===== config.mk =====
export PLATFORM = sky130hd
export DESIGN_NAME = irq_vector_ctrl
export DESIGN_NICKNAME = d
export VERILOG_FILES = /design/src/rtl/ivc_pkg.sv /design/src/rtl/ivc_prio_enc.sv /design/src/rtl/ivc_control.sv /design/src/rtl/ivc_datapath.sv /design/src/rtl/irq_vector_ctrl.sv
export SDC_FILE = /design/constraint.sdc
export NUM_CORES = 1
export LEC_CHECK = 0
export BUFFER_PORTS_ARGS = -buffer_cell sky130_fd_sc_hd__buf_2
export CORE_MARGIN = 2
export CORE_UTILIZATION = 45
export CTS_CLUSTER_DIAMETER = 60
export DETAILED_ROUTE_END_ITERATION = 7
export PLACE_DENSITY_LB_ADDON = 0.2
export SYNTH_ARGS = -nofsm -noshare
export SYNTH_HDL_FRONTEND = slang
export SYNTH_SLANG_ARGS = --single-unit

===== constraint.sdc =====
create_clock -name clk -period 4.18 [get_ports clk]
set_clock_uncertainty 0.1 [all_clocks]
set_input_delay 0.418 -clock clk [delete_from_list [all_inputs] [get_ports clk]]
set_output_delay 0.418 -clock clk [all_outputs]
set_load 0.02 [all_outputs]

===== src/rtl/ivc_pkg.sv =====
package ivc_pkg;

  // Strobes from control to datapath, valid for one clock edge.
  typedef struct packed {
    logic clearWin;  // drop the pending bit of the current winner
    logic loadVec;   // capture the winner's vector address
    logic zeroVec;   // force the vector register to zero
  } ivcStrobe_t;

endpackage


===== src/rtl/ivc_prio_enc.sv =====
module ivc_prio_enc #(
  parameter int NUM_SRC = 4,
  parameter int IDX_W   = (NUM_SRC > 1) ? $clog2(NUM_SRC) : 1
) (
  input  logic [NUM_SRC-1:0] actVec,
  output logic               hit,
  output logic [NUM_SRC-1:0] grant,
  output logic [IDX_W-1:0]   winIdx
);

  // lowerAny[i] is high when any source below i is active.
  logic [NUM_SRC:0] lowerAny;
  assign lowerAny[0] = 1'b0;

  for (genvar g = 0; g < NUM_SRC; g++) begin : g_chain
    assign lowerAny[g+1] = lowerAny[g] | actVec[g];
    assign grant[g]      = actVec[g] & ~lowerAny[g];
  end

  assign hit = lowerAny[NUM_SRC];

  always_comb begin
    winIdx = '0;
    for (int i = 0; i < NUM_SRC; i++) begin
      if (grant[i]) winIdx = winIdx | IDX_W'(i);
    end
  end

endmodule


===== src/rtl/ivc_control.sv =====
module ivc_control
  import ivc_pkg::*;
(
  input  logic       clk,
  input  logic       rst_n,
  input  logic       globalEn,
  input  logic       intAck,
  input  logic       anyActive,
  output logic       cpuIrq,
  output ivcStrobe_t strb
);

  logic takeAck;

  assign takeAck       = intAck & anyActive;
  assign strb.clearWin = takeAck;
  assign strb.loadVec  = takeAck;
  assign strb.zeroVec  = ~takeAck & ~anyActive;

  assign cpuIrq = globalEn & anyActive;

  // a low global enable keeps the interrupt output low
  p_irq_gated_r5: assert property (@(posedge clk) disable iff (!rst_n)
    !globalEn |-> !cpuIrq);

  // an acknowledge with nothing active never loads the vector
  p_no_load_idle_r8: assert property (@(posedge clk) disable iff (!rst_n)
    (intAck && !anyActive) |-> !strb.loadVec);

endmodule


===== src/rtl/ivc_datapath.sv =====
module ivc_datapath
  import ivc_pkg::*;
#(
  parameter int NUM_SRC    = 4,
  parameter int ADDR_W     = 32,
  parameter int SLOT_BYTES = 4,
  localparam int IDX_W      = (NUM_SRC > 1) ? $clog2(NUM_SRC) : 1,
  localparam int SLOT_SHIFT = $clog2(SLOT_BYTES)
) (
  input  logic               clk,
  input  logic               rst_n,
  input  logic [NUM_SRC-1:0] irqReq,
  input  logic               maskWrEn,
  input  logic [NUM_SRC-1:0] maskWrData,
  input  ivcStrobe_t         strb,
  output logic               anyActive,
  output logic [ADDR_W-1:0]  vecAddr
);

  logic [NUM_SRC-1:0] prevReq;
  logic [NUM_SRC-1:0] pending;
  logic [NUM_SRC-1:0] maskReg;
  logic [NUM_SRC-1:0] riseVec;
  logic [NUM_SRC-1:0] activeVec;
  logic [NUM_SRC-1:0] grant;
  logic [NUM_SRC-1:0] clearVec;
  logic [IDX_W-1:0]   winIdx;
  logic [ADDR_W-1:0]  vecReg;
  logic [ADDR_W-1:0]  winAddr;

  assign riseVec   = irqReq & ~prevReq;
  assign activeVec = pending & maskReg;
  assign clearVec  = strb.clearWin ? grant : '0;
  assign winAddr   = ADDR_W'(winIdx) << SLOT_SHIFT;

  ivc_prio_enc #(
    .NUM_SRC(NUM_SRC),
    .IDX_W  (IDX_W)
  ) i_enc (
    .actVec(activeVec),
    .hit   (anyActive),
    .grant (grant),
    .winIdx(winIdx)
  );

  always_ff @(posedge clk or negedge rst_n) begin
    if (!rst_n) begin
      prevReq <= '0;
      pending <= '0;
      maskReg <= '0;
    end else begin
      prevReq <= irqReq;
      pending <= (pending & ~clearVec) | riseVec;
      if (maskWrEn) maskReg <= maskWrData;
    end
  end

  always_ff @(posedge clk or negedge rst_n) begin
    if (!rst_n) begin
      vecReg <= '0;
    end else if (strb.loadVec) begin
      vecReg <= winAddr;
    end else if (strb.zeroVec) begin
      vecReg <= '0;
    end
  end

  assign vecAddr = vecReg;

  // a request edge leaves its pending bit set
  p_rise_sets_r2: assert property (@(posedge clk) disable iff (!rst_n)
    (riseVec != '0) |=> ((pending & $past(riseVec)) == $past(riseVec)));

  // without an acknowledge no pending bit is lost
  p_pend_hold_r3: assert property (@(posedge clk) disable iff (!rst_n)
    !strb.clearWin |=> ((pending & $past(pending)) == $past(pending)));

  // the encoder's winner is one of the active sources
  p_win_active_r4: assert property (@(posedge clk) disable iff (!rst_n)
    anyActive |-> activeVec[winIdx]);

  // an acknowledge captures the winner's scaled index
  p_ack_vec_r4: assert property (@(posedge clk) disable iff (!rst_n)
    strb.loadVec |=> (vecAddr == (ADDR_W'($past(winIdx)) << SLOT_SHIFT)));

  // the acknowledged bit drops unless a new edge re-arms it
  p_ack_clears_r6: assert property (@(posedge clk) disable iff (!rst_n)
    (strb.clearWin && ((grant & riseVec) == '0)) |=> ((pending & $past(grant)) == '0));

  // a mask write lands in the mask register
  p_mask_load_r7: assert property (@(posedge clk) disable iff (!rst_n)
    maskWrEn |=> (maskReg == $past(maskWrData)));

  // idle edges return the vector to zero
  p_vec_idle_r8: assert property (@(posedge clk) disable iff (!rst_n)
    (!anyActive && !strb.loadVec) |=> (vecAddr == '0));

endmodule


===== src/rtl/irq_vector_ctrl.sv =====
module irq_vector_ctrl
  import ivc_pkg::*;
#(
  parameter int NUM_SRC    = 4,
  parameter int ADDR_W     = 32,
  parameter int SLOT_BYTES = 4
) (
  input  logic               clk,
  input  logic               rst_n,
  input  logic [NUM_SRC-1:0] irqReq,
  input  logic               maskWrEn,
  input  logic [NUM_SRC-1:0] maskWrData,
  input  logic               globalEn,
  input  logic               intAck,
  output logic               cpuIrq,
  output logic [ADDR_W-1:0]  vecAddr
);

  ivcStrobe_t strb;
  logic       anyActive;

  ivc_control i_ctrl (
    .clk      (clk),
    .rst_n    (rst_n),
    .globalEn (globalEn),
    .intAck   (intAck),
    .anyActive(anyActive),
    .cpuIrq   (cpuIrq),
    .strb     (strb)
  );

  ivc_datapath #(
    .NUM_SRC   (NUM_SRC),
    .ADDR_W    (ADDR_W),
    .SLOT_BYTES(SLOT_BYTES)
  ) i_dp (
    .clk       (clk),
    .rst_n     (rst_n),
    .irqReq    (irqReq),
    .maskWrEn  (maskWrEn),
    .maskWrData(maskWrData),
    .strb      (strb),
    .anyActive (anyActive),
    .vecAddr   (vecAddr)
  );

  // reset leaves the processor side quiet
  p_reset_quiet_r1: assert property (@(posedge clk)
    !rst_n |-> (!cpuIrq && vecAddr == '0));

endmodule


======== Word level (Yosys, flattened, before mapping) ========
Index checks and enable logic that the tools add are counted.
operators by class
  multiplexer cells ....................... 6
  bitwise gates (word level) .............. 20
  reduce and logical (&&, ||, !) cells .... 1
operators with widths
  cell               count
  $mux 32            2
  $and 4x4->4        3
  $not 4->4          2
  $and 1x1->1        6
  $not 1->1          5
  $mux 2             2
  $mux 4             1
  $or 4x4->4         1
  $or 1x1->1         3
  $reduce_bool 2->1  1
  $mux 1             1
word-level totals
  register bits after elaboration ......... 44
  output and inout bits ................... 33

======== Logic depth before layout (Yosys ltp) ========
  depth in word-level cells ............... 9
  gate-level depth with buffers ........... 3
  gate-level depth less buffers ........... 3

======== Hierarchy ========
A second synthesis with hierarchy kept.
unflattened totals
  cell total of the unflattened synthesis .. 83
  area total of the unflattened synthesis .. 825.8 um2
by module, submodules not included
  module        instances  cells an instance  area each (um2)  seq. area each (um2)
  ivc_datapath  1          68                 735.7            350.3
  ivc_prio_enc  1          10                 58.8             0.0
  ivc_control   1          5                  31.3             0.0

======== Worst setup path after synthesis ========
Ideal clock, no wire load.
  path type ............................... register -> output
  start point ............................. register i_dp.pending[2]
  end point ............................... output port cpuIrq
  stages on the path, launching flop included .. 4
  slack ................................... 2.533 ns
  arrival ................................. 1.129 ns
  required time ........................... 3.662 ns
  cell sequence ........................... dfrtp_1 a222oi_1 nand2_1 and2_2
on the way
  word-level cells in the longest chain between the ends .. 4
ends and longest elaborated chain
  element                   RTL line               source
  from (decl)               ivc_datapath.sv:21     logic [NUM_SRC-1:0] pending;
  from (signal assigned)    ivc_datapath.sv:53     pending <= (pending & ~clearVec) | riseVec;
  $and 4x4->4               ivc_datapath.sv:32     assign activeVec = pending & maskReg;
  $or 1x1->1 (2 in series)  ivc_prio_enc.sv:16     assign lowerAny[g+1] = lowerAny[g] | actVec[g];
  $and 1x1->1               ivc_control.sv:20      assign cpuIrq = globalEn & anyActive;
  to (decl)                 irq_vector_ctrl.sv:15  output logic cpuIrq,
Every way passes these cells.

======== Worst setup path after layout ========
  start point ............................. register i_dp.maskReg[2]
  end point ............................... output port cpuIrq
on the way
  word-level cells in the longest chain between the ends .. 4
ends and longest elaborated chain
  element                   RTL line            source
  from (decl)               ivc_datapath.sv:22  logic [NUM_SRC-1:0] maskReg;
  from (signal assigned)    ivc_datapath.sv:54  if (maskWrEn) maskReg <= maskWrData;
  $and 4x4->4               ivc_datapath.sv:32
  $or 1x1->1 (2 in series)  ivc_prio_enc.sv:16
  $and 1x1->1               ivc_control.sv:20
Every way passes these cells.

==> results.sh <==
export IMPL_num_vias=452
export IMPL_grt_pass1_vias=397
export IMPL_dp_slack_ns=2.33
export IMPL_post_cts_buffers=0
export IMPL_setup_slack_ns=2.03
export IMPL_routed_wl_um=1040
export IMPL_max_cap_viol_count=0
export IMPL_synth_seq_cells=14
export IMPL_synth_top_area_cell="dfrtp_1"
export IMPL_hold_path_class="in -> reg"
export IMPL_hpwl_um=849
export IMPL_switching_power_uw=103
export IMPL_start_util=0.493
export IMPL_pwr_share_comb=0.226
export IMPL_ant_nets=0
export IMPL_drive_above_1_share=0.283
export IMPL_dr_wl_met2_um=490
export IMPL_worstSkewPairLatency_ns=0.27
export IMPL_fmax_mhz=466
export IMPL_cts_resized=0
export IMPL_first_pass_iters=4
export IMPL_peakVddDrop_uv=200
export IMPL_syn_cell_area_sq_um=768
export IMPL_met3_length_um=78
export IMPL_synth_cells=73
export IMPL_rows=14
export IMPL_dpl_cell_count=103
export IMPL_grt_pass1_wl_um=1610
export IMPL_crit_type="reg -> out"
export IMPL_cts_buffers_inserted=3
export IMPL_fin_cells=108
export IMPL_clk_pin_slew_ns=0.09
export IMPL_clock_sinks=14
export IMPL_worstReg2RegStart="i_dp.maskReg[2]"
export IMPL_rsz0062_at_grt="false"
export IMPL_avgSynthCellArea_sq_um=10.5
export IMPL_cp_end_kind="output pin"
export IMPL_swShare=0.308
export IMPL_fin_tns_setup_ns=0
export IMPL_ios=46
export IMPL_antenna_found_initial=0
export IMPL_power_density_mw_per_mm2=419
export IMPL_setup_viol=0
export IMPL_hold_buffers=1
export IMPL_ys_types=16
export IMPL_pwr_share_clk=0.285
export IMPL_dr_max_layer_used="met4"
export IMPL_grt_ovfl_total=0
export IMPL_die_area_sq_mm=0.00205
export IMPL_drc=0
export IMPL_critical_path_top_delay_family="compound AO/OA/AOI/OAI gates"
export IMPL_drt_met1_wl_um=461
export IMPL_arrival_ns=1.63
export IMPL_cts_tree="yes"
export IMPL_total_power_uw=332
export IMPL_pwr_share_seq=0.489
export IMPL_synth_area_leaders="dfrtp_1, buf_4, mux2_2"
export IMPL_antennaDiodeCount=0
export IMPL_start_kind="flip-flop"
export IMPL_finalNetCount=106
export IMPL_crit_chain="a222oi_1, nand2_1, and2_2, buf_2"
export IMPL_critPathBufInv=1
export IMPL_root_buffer="clkbuf_4"
export IMPL_max_stage_delay_ns=0.47
export IMPL_ys_seq_area_frac=0.456
export IMPL_r2r_end="i_dp.vecAddr[2]"
export IMPL_min_period_ns=2.15
export IMPL_htree_levels=1
export IMPL_fin_crit_sh=0.513
export IMPL_crit_fanout=4
export IMPL_wl_per_cell_um=9.62
export IMPL_viasPerCell=4.19
export IMPL_hold_viol_final=0
export IMPL_cp_required_ns=3.66
export IMPL_portBuffers=15
export IMPL_regToRegSetupSlack_ns=2.70
export IMPL_fp_dieH_um=45.3
export IMPL_grt_max_degree=15
export IMPL_reg2reg_depth=3
export IMPL_yosysTopAreaCellShare=0.456
export IMPL_p_leak_uw=0.000440
export IMPL_yosys_warnings=0
export IMPL_track_usage=0.114
export IMPL_slew_viol_final=0
export IMPL_gp_congestion=0.735
export IMPL_syn_to_final_growth_pct=3.26
export IMPL_die_w_um=45.3
export IMPL_drtIter0Drc=11
export IMPL_whs_path_depth=1
export IMPL_internal_power_uw=230
export IMPL_hold_path_startpoint="irqReq[2]"
export IMPL_slowest_stage="a222oi_1"
export IMPL_core_sq_mm=0.00156
export IMPL_clock_path_buffers=2
export IMPL_min_to="i_dp.prevReq[2]"
export IMPL_status="complete, no violations"
[cell type report]
type	count	area [sq um]
Clock buffer	4	36.3
Fill cell	140	766
Inverter	5	18.8
Multi-Input combinational cell	53	283
Sequential cell	14	350
Tap cell	16	20.0
Timing Repair Buffer	16	85.1
[synthesized netlist by cell type]
master and count:
nand3_1 2, a222oi_1 1, a22o_1 3, dfrtp_1 14, and2_2 2, a22o_2 1, mux2_2 4, a21oi_1 1
a32o_1 1, a22oi_1 1, nand2_1 5, buf_4 30, o21ai_0 1, inv_1 5, conb_1 1, a21boi_0 1
[worst max path at each step]
stage | start | endpoint | slack, ns | cells after the start
floorplan | i_dp.pending[2] | cpuIrq | 2.53 | 3
global placement | i_dp.pending[2] | cpuIrq | 2.35 | 4
detailed placement | i_dp.maskReg[2] | cpuIrq | 2.33 | 4
finish | i_dp.maskReg[2] | cpuIrq | 2.03 | 4
CTS | i_dp.maskReg[2] | cpuIrq | 2.02 | 4
global route | i_dp.maskReg[2] | cpuIrq | 1.89 | 4
[worst register-to-register path: cells and delay by family, from the launching register on]
kind	cells	cell delay, ns
compound gates	2	0.74
flops	1	0.42
simple gates	1	0.12
[state kept, by name, summed over array words and instances (netlist names)]
signal        flops
i_dp.maskReg      4
i_dp.pending      4
i_dp.prevReq      4
i_dp.vecAddr      2
[cells by family (layout without fill, tap and decap cells)]
kind of cell / Yosys count / count (layout) / synth area share
AO/OA/AOI/OAI: 10 / 10 / 0.106
buffers and inverters: 35 / 25 / 0.318
flip-flops: 14 / 14 / 0.456
multiplexers: 4 / 4 / 0.0586
other: 1 / 30 / 0.00488
AND/OR/NAND/NOR: 9 / 9 / 0.0570
[power groups by stage]
stage	logic, uW	clock network (uW)	registers (uW)
3_5_place_dp	74.7	0	165
4_1_cts	75.8	97.0	163
6_report	75.2	94.8	162
2_1_floorplan	72.5	0	168
5_1_grt	83.8	102	164
3_3_place_gp	73.7	0	165
[routing by layer]
| layer | track usage | up-vias |
|---|---|---|
| met5 | 0 | - |
| met4 | 0.0706 | 0 |
| met3 | 0.0240 | 2 |
| met2 | 0.174 | 29 |
| met1 | 0.148 | 202 |
| li1 | - | 219 |
[metrics by stage]
step / utilization / cell area [sq um] / hold WS (ns)
2_1_floorplan: - / 877 / 0.0224
3_3_place_gp: 0.479 / 747 / 0.227
3_5_place_dp: 0.479 / 747 / 0.232
4_1_cts: 0.509 / 793 / 0.157
5_1_grt: 0.509 / 793 / 0.157
6_report: 0.509 / 793 / 0.159
[placed cells by master, fill, tap and decap left out]
| cell type | synthesis | routed |
|---|---|---|
| clkbuf_8 | 0 | 1 |
| dlygate4sd3_1 | 0 | 1 |
| a22o_2 | 1 | 1 |
| buf_2 | 0 | 15 |
| a22o_1 | 3 | 3 |
| a32o_1 | 1 | 1 |
| nand3_1 | 2 | 2 |
| a22oi_1 | 1 | 1 |
| nand2_1 | 5 | 5 |
| and2_2 | 2 | 2 |
| a21boi_0 | 1 | 1 |
| mux2_2 | 4 | 4 |
| clkbuf_4 | 0 | 3 |
| a222oi_1 | 1 | 1 |
| a21oi_1 | 1 | 1 |
| dfrtp_1 | 14 | 14 |
| inv_1 | 5 | 5 |
| conb_1 | 1 | 30 |
| o21ai_0 | 1 | 1 |
Note: power is estimated with default switching activity, not from simulation.
